### src/rtl/pbs_pkg.sv
package pbs_pkg;

    // Beats moved per array access (8n prefetch)
    localparam int PREFETCH_BEATS = 8;

    typedef enum logic [1:0] {
        LEN_BL8     = 2'd0,
        LEN_BC4     = 2'd1,
        LEN_OTF     = 2'd2,
        LEN_OTF_ALT = 2'd3
    } len_mode_e;

endpackage

### src/rtl/pbs_len_select.sv
module pbs_len_select (
    input  logic [1:0] mode,
    input  logic       cmd_chop,
    output logic       chop
);
    import pbs_pkg::*;

    always_comb begin
        case (len_mode_e'(mode))
            LEN_BL8: chop = 1'b0;
            LEN_BC4: chop = 1'b1;
            default: chop = cmd_chop;   // both on-the-fly encodings
        endcase
    end
endmodule

### src/rtl/pbs_beat_order.sv
module pbs_beat_order #(
    parameter int IDX_W = 3
) (
    input  logic [IDX_W-1:0] start,
    input  logic             interleave,
    input  logic [IDX_W-1:0] idx,
    output logic [IDX_W-1:0] lane
);
    logic [IDX_W-2:0] wrap_low;
    logic [IDX_W-1:0] seq_lane;
    logic [IDX_W-1:0] int_lane;

    // sequential: wrap inside the half-word, swap halves for the second four
    assign wrap_low = start[IDX_W-2:0] + idx[IDX_W-2:0];
    assign seq_lane = {start[IDX_W-1] ^ idx[IDX_W-1], wrap_low};
    assign int_lane = start ^ idx;
    assign lane     = interleave ? int_lane : seq_lane;
endmodule

### src/rtl/pbs_lane_mux.sv
module pbs_lane_mux #(
    parameter int PIN_W = 8,
    parameter int BEATS = 8,
    parameter int IDX_W = 3
) (
    input  logic [BEATS*PIN_W-1:0] word,
    input  logic [IDX_W-1:0]       sel,
    output logic [PIN_W-1:0]       lane
);
    logic [PIN_W-1:0] lanes [BEATS];

    for (genvar g = 0; g < BEATS; g++) begin : g_lane
        assign lanes[g] = word[g*PIN_W +: PIN_W];
    end

    assign lane = lanes[sel];
endmodule

### src/rtl/pbs_burst_serdes.sv
module pbs_burst_serdes #(
    parameter int PIN_W = 8,
    parameter int COL_W = 10
) (
    input  logic                                       clk,
    input  logic                                       rst_n,
    input  logic [1:0]                                 cfg_len_mode,
    input  logic                                       cmd_valid,
    output logic                                       cmd_ready,
    input  logic                                       cmd_write,
    input  logic [COL_W-1:0]                           cmd_col,
    input  logic                                       cmd_interleave,
    input  logic                                       cmd_chop,
    input  logic [pbs_pkg::PREFETCH_BEATS*PIN_W-1:0]   rd_word,
    output logic [PIN_W-1:0]                           out_data,
    output logic                                       out_valid,
    output logic                                       out_last,
    input  logic [PIN_W-1:0]                           in_data,
    output logic                                       wr_valid,
    output logic [COL_W-$clog2(pbs_pkg::PREFETCH_BEATS)-1:0] wr_addr,
    output logic [pbs_pkg::PREFETCH_BEATS*PIN_W-1:0]   wr_word,
    output logic [pbs_pkg::PREFETCH_BEATS-1:0]         wr_lane_en
);
    localparam int BEATS  = pbs_pkg::PREFETCH_BEATS;
    localparam int HALF   = BEATS / 2;
    localparam int IDX_W  = $clog2(BEATS);
    localparam int WORD_W = BEATS * PIN_W;
    localparam int ADDR_W = COL_W - IDX_W;

    localparam logic [IDX_W-1:0] LAST_FULL = IDX_W'(BEATS - 1);
    localparam logic [IDX_W-1:0] LAST_CHOP = IDX_W'(HALF - 1);
    localparam logic [BEATS-1:0] MASK_FULL = '1;
    localparam logic [BEATS-1:0] MASK_CHOP = {{HALF{1'b0}}, {HALF{1'b1}}};

    typedef struct packed {
        logic              busy;
        logic              write;
        logic              chop;
        logic              inter;
        logic [IDX_W-1:0]  start;
        logic [IDX_W-1:0]  cnt;
        logic [ADDR_W-1:0] addr;
        logic [WORD_W-1:0] word;
        logic              wr_valid;
        logic [WORD_W-1:0] wr_word;
        logic [BEATS-1:0]  wr_lane;
        logic [ADDR_W-1:0] wr_addr;
    } state_t;

    state_t st_q, st_d;

    logic             cmd_chop_sel;
    logic [IDX_W-1:0] lane_sel;
    logic [PIN_W-1:0] lane_data;
    logic             at_end;
    logic             accept;

    pbs_len_select len_sel_i (
        .mode     (cfg_len_mode),
        .cmd_chop (cmd_chop),
        .chop     (cmd_chop_sel)
    );

    pbs_beat_order #(.IDX_W(IDX_W)) order_i (
        .start      (st_q.start),
        .interleave (st_q.inter),
        .idx        (st_q.cnt),
        .lane       (lane_sel)
    );

    pbs_lane_mux #(.PIN_W(PIN_W), .BEATS(BEATS), .IDX_W(IDX_W)) mux_i (
        .word (st_q.word),
        .sel  (lane_sel),
        .lane (lane_data)
    );

    assign at_end    = st_q.busy && (st_q.cnt == (st_q.chop ? LAST_CHOP : LAST_FULL));
    assign cmd_ready = !st_q.busy || at_end;
    assign accept    = cmd_valid && cmd_ready;

    assign out_valid  = st_q.busy && !st_q.write;
    assign out_data   = out_valid ? lane_data : '0;
    assign out_last   = out_valid && at_end;
    assign wr_valid   = st_q.wr_valid;
    assign wr_addr    = st_q.wr_addr;
    assign wr_word    = st_q.wr_word;
    assign wr_lane_en = st_q.wr_lane;

    always_comb begin
        st_d          = st_q;
        st_d.wr_valid = 1'b0;

        // gather a write beat into its natural lane
        if (st_q.busy && st_q.write) begin
            for (int b = 0; b < BEATS; b++) begin
                if (st_q.cnt == IDX_W'(b)) begin
                    st_d.word[b*PIN_W +: PIN_W] = in_data;
                end
            end
        end

        if (st_q.busy) begin
            st_d.cnt = st_q.cnt + 1'b1;
        end

        if (at_end) begin
            st_d.busy = 1'b0;
            if (st_q.write) begin
                st_d.wr_valid = 1'b1;
                st_d.wr_word  = st_d.word;
                st_d.wr_lane  = st_q.chop ? MASK_CHOP : MASK_FULL;
                st_d.wr_addr  = st_q.addr;
            end
        end

        if (accept) begin
            st_d.busy  = 1'b1;
            st_d.write = cmd_write;
            st_d.chop  = cmd_chop_sel;
            st_d.inter = cmd_interleave;
            st_d.start = cmd_write ? '0 : cmd_col[IDX_W-1:0];
            st_d.cnt   = '0;
            st_d.addr  = cmd_col[COL_W-1:IDX_W];
            st_d.word  = cmd_write ? '0 : rd_word;
        end
    end

    always_ff @(posedge clk or negedge rst_n) begin
        if (!rst_n) begin
            st_q <= '0;
        end else begin
            st_q <= st_d;
        end
    end
endmodule

### config.mk
export PLATFORM = sky130hd
export DESIGN_NAME = pbs_burst_serdes
export DESIGN_NICKNAME = d
export VERILOG_FILES = /design/src/rtl/pbs_pkg.sv /design/src/rtl/pbs_len_select.sv /design/src/rtl/pbs_beat_order.sv /design/src/rtl/pbs_lane_mux.sv /design/src/rtl/pbs_burst_serdes.sv
export SDC_FILE = /design/constraint.sdc
export NUM_CORES = 1
export LEC_CHECK = 0
export BUFFER_PORTS_ARGS = -buffer_cell sky130_fd_sc_hd__buf_2
export CORE_MARGIN = 2
export CORE_UTILIZATION = 25
export CTS_CLUSTER_SIZE = 24
export DETAILED_ROUTE_END_ITERATION = 8
export REMOVE_ABC_BUFFERS = 1
export SLEW_MARGIN = 20
export SYNTH_ARGS = -nofsm -noshare
export SYNTH_HDL_FRONTEND = slang
export SYNTH_SLANG_ARGS = --single-unit
### constraint.sdc
create_clock -name clk -period 2.9 [get_ports clk]
set_clock_uncertainty 0.15 [all_clocks]
set_input_delay 0.29 -clock clk [delete_from_list [all_inputs] [get_ports clk]]
set_output_delay 0.29 -clock clk [all_outputs]
set_load 0.02 [all_outputs]
==> flow_metrics.py <==
metrics = {
    "run_status": {
        "run_status": "completed",
    },
    "timing": {
        "post_route_minimum_period_ns": 2.85,
        "finalSetupTns_ns": 0,
        "timing.final.ws_setup_ns": 0.0495,
        "hold_violations": 0,
        "worstMarginPinSlew_ns": 0.626,
        "final.period_utilization_pct": 98.3,
        "final-setup-viol-count": 0,
        "final_max_tran_viols": 0,
        "maxSlewHeadroom_pct": 58.3,
        "grt_setup_unrepaired": "yes",
        "clock.fmax_mhz": 351,
    },
    "yosys": {
        "synth.lib_cells_used.distinct": 34,
        "ys_dominant_reg_cell": "sky130_fd_sc_hd__dfrtp_1",
        "post_synth_inst_count": 760,
        "post_synth_mux_area_share_pct": 13.1,
        "synth_xor_area_share_pct": 0.750,
        "leading_post_synthesis_cells_by_instance_count": "sky130_fd_sc_hd__dfrtp_1, sky130_fd_sc_hd__o21ai_1, sky130_fd_sc_hd__nand2_1, sky130_fd_sc_hd__buf_4, sky130_fd_sc_hd__mux2i_1",
        "ys_ff_latch": 155,
        "yosysMostFrequentCell": "sky130_fd_sc_hd__dfrtp_1",
        "synth_seq_area_share_pct": 49.5,
        "mappedNetlistArea_sq_mm": 0.00784,
        "synthTopCellsByArea": "sky130_fd_sc_hd__dfrtp_1, sky130_fd_sc_hd__mux2i_1, sky130_fd_sc_hd__buf_4",
        "post_synth.cell_area_avg_sq_um": 10.3,
        "yosysWarnings": 0,
        "synth-edff-count": 0,
        "synth-compound-area-share_pct": 10.5,
        "asyncSetResetFlopFracSynth_pct": 100,
        "post_synth_top_area_share_pct": 49.5,
        "share_of_synthesized_cell_area_in_full_adder_half_adder_and_majority_cells_pct": 1.12,
        "synth_top_family_by_area": "simple AND/OR/NAND/NOR gates",
        "synth-simple-area-share_pct": 13.7,
        "netlist.top_cell.by_area": "sky130_fd_sc_hd__dfrtp_1",
    },
    "hold_path": {
        "worst_hold_endpoint": "st_q[158]",
        "min_delay_path_depth": 3,
        "min-delay-path-class": "input pin to register",
        "worstHoldStart": "cmd_chop",
    },
    "global_route": {
        "grt_first_pass_wirelength_mm": 36.6,
        "largest_net_degree_at_the_start_of_global_routing": 69,
        "first_global_vias": 6092,
        "groute.layer.met2.usage_pct": 23.5,
        "grt.met1_usage_pct": 19.7,
        "globalRoute.busiestLayer": "met2",
        "groute.layer.met3.usage_pct": 3.69,
        "grt_util_all_layers_pct": 14.7,
        "antenna_found_initial": 0,
        "grt_remaining_overflow": 0,
    },
    "placed_design": {
        "placement.setup.worst_slack_ns": -0.0744,
        "gpl.final_weighted_congestion": 0.750,
        "post-dp-hpwl_mm": 16.1,
        "placed_cells": 1222,
        "io_buffers": 180,
    },
    "clock_network": {
        "worst_setup_hold_path_clk_slew_ns": 0.07,
        "cts_root_buffer": "sky130_fd_sc_hd__clkbuf_16",
        "cts_tree": "built",
        "clock_tree.htree_level_count": 4,
        "tritoncts_num_sinks": 155,
        "clock_tree.buffer_depth": 2,
        "tritoncts.num_buffers": 17,
        "source_to_sink_clock_delay_at_the_later_pin_of_the_worst_skew_pair_ns": 0.43,
    },
    "setup_path": {
        "timing.critical_path.cells": "ha_1, nor2b_4, xnor2_4, buf_12, mux2i_1, a221oi_1, o21a_1, buf_2",
        "critPathLaunchType": "register",
        "cpPeakStageDelay_ns": 0.37,
        "timing.reg2reg.worst_path_depth": 7,
        "crit_path_end_kind": "primary output",
        "cp.arrival_ns": 2.41,
        "crit_type": "register to primary output",
        "rrSetupSlack_ns": 0.49,
        "crit_slowest_cell": "sky130_fd_sc_hd__dfrtp_1",
        "worst-path-max-fanout": 12,
        "worst-endpoint-required_ns": 2.46,
        "regToRegEndpoint": "st_q[117]",
        "worstReg2RegStart": "st_q[152]",
    },
    "floorplan": {
        "start_util_pct": 25.5,
        "rows": 64,
        "die_width_um": 181,
        "design.core.area_sq_mm": 0.0307,
        "die_h_um": 181,
        "ioPinCount": 181,
        "die-area_sq_mm": 0.0328,
    },
    "route": {
        "routedWlPerCell_um": 17.9,
        "antenna_left": 0,
        "drt_iter0_markers": 275,
        "routed_via_count": 5973,
        "drc": 0,
        "vias_per_cell": 4.47,
        "drt_first_pass_iters": 4,
        "total_routed_length_mm": 23.9,
    },
    "cells_and_area": {
        "layout_nets": 1025,
        "regArea_sq_mm": 0.00388,
        "fin_util_pct": 32.9,
        "multiInputGateArea_sq_mm": 0.00316,
        "filler_cell_count": 3190,
        "drive_above_1_share_pct": 27.0,
        "finish.cell_count_without_fillers": 1337,
        "antenna-diode-count": 0,
        "area.growth.synth_to_final_pct": 29.2,
    },
    "power": {
        "comb_power_share_pct": 50.4,
        "power_switching_share_pct": 43.2,
        "power.sequential.fraction_pct": 31.2,
        "ir_drop_mv": 0.533,
        "internal_power_consumption_mw": 6.90,
        "p_switching_mw": 5.26,
        "power.density_mw_per_mm2": 1200,
        "static-leakage-power_nw": 5.10,
        "clock_power_share_pct": 18.5,
    },
    "flow_run": {
        "max_cap_violations": 0,
    },
}
-- power groups by stage --
stage / registers [mW] / clock network [mW] / logic (mW)
finish: 3.79 / 2.24 / 6.13
global route: 3.93 / 2.39 / 6.70
CTS: 3.79 / 2.31 / 6.02
detailed placement: 3.79 / 0 / 5.65
global placement: 3.80 / 0 / 5.53
floorplan: 4.29 / 0 / 3.02
-- worst max-delay path by stage --
stage                          from          end  cells past startpoint
after floorplan           st_q[151]     st_q[87]                      5
after global placement    st_q[151]  out_data[7]                      7
after detailed placement  st_q[151]  out_data[7]                      7
after CTS                 st_q[152]  out_data[7]                      7
after global routing      st_q[154]  out_data[7]                      8
final                     st_q[154]  out_data[7]                      8
-- routing by layer --
layer / wire length (um) / part of all wire, %
met4: 484 / 2.0
met3: 1180 / 4.9
met5: 0 / 0
met2: 11000 / 46
met1: 11200 / 47
-- critical path, delay by kind of cell, from the launching register on --
kind                       cells  cell delay (ns)
xor gates and xnor gates       1             0.16
adders and majority gates      1             0.15
and+or+nand+nor                1             0.27
buffers and inverters          2             0.36
AOI/OAI and AO/OA              2             0.58
muxes                          1             0.08
DFF                            1             0.37
-- through the flow --
step / instance area, sq um / total power, mW / hold slack [ns]
final: 10100 / 12.2 / 0.0202
after CTS: 10100 / 12.1 / 0.000638
after floorplan: 6980 / 7.31 / -0.156
after global placement: 8620 / 9.33 / 0.120
after detailed placement: 8620 / 9.44 / 0.126
after global routing: 10100 / 13.0 / 0.0683
-- layout by cell type, fill, tap and decap left out, types with 7 or more instances in the layout --
| cell | netlist | routed |
|---|---|---|
| sky130_fd_sc_hd__buf_2 | 6 | 178 |
| sky130_fd_sc_hd__dfrtp_1 | 155 | 154 |
| sky130_fd_sc_hd__o21ai_1 | 128 | 128 |
| sky130_fd_sc_hd__nand2_1 | 123 | 123 |
| sky130_fd_sc_hd__mux2i_1 | 82 | 82 |
| sky130_fd_sc_hd__dlygate4sd3_1 | 0 | 75 |
| sky130_fd_sc_hd__nand3b_1 | 67 | 67 |
| sky130_fd_sc_hd__buf_4 | 89 | 20 |
| sky130_fd_sc_hd__clkbuf_16 | 0 | 17 |
| sky130_fd_sc_hd__o21a_1 | 8 | 8 |
| sky130_fd_sc_hd__buf_12 | 0 | 8 |
| sky130_fd_sc_hd__inv_1 | 7 | 7 |
| sky130_fd_sc_hd__mux4_1 | 7 | 7 |
| sky130_fd_sc_hd__ha_1 | 7 | 7 |
-- final cells by class --
| type | instances | area share [%] |
|---|---|---|
| Clock buffer | 21 | 4.65 |
| Timing Repair Buffer | 283 | 19.5 |
| Sequential cell | 155 | 38.3 |
| Clock inverter | 11 | 1.11 |
| Inverter | 8 | 0.297 |
| Tap cell | 396 | 4.89 |
| Multi-Input combinational cell | 463 | 31.2 |
-- flip-flops by register name (all words and copies together), names as in the netlist --
signal and cells:
st_q 81, wr_addr 7, wr_lane_en 2, wr_valid 1, wr_word 64
-- repair_timing --
item	4_1_cts	5_1_grt
hold buffers	74	1
endpoints found under the hold margin	123	1
gates resized for setup	8	4
setup buffers	3	4
gates cloned	1	0
pin swaps	2	2
setup endpoints to repair	8	6
-- cell families after synthesis --
family / after synthesis
muxes: 90
adders and majority gates: 7
xor gates and xnor gates: 5
and+or+nand+nor: 210
DFF: 155
buffers and inverters: 143
AOI/OAI and AO/OA: 150
(Power assumes the default switching activity.)
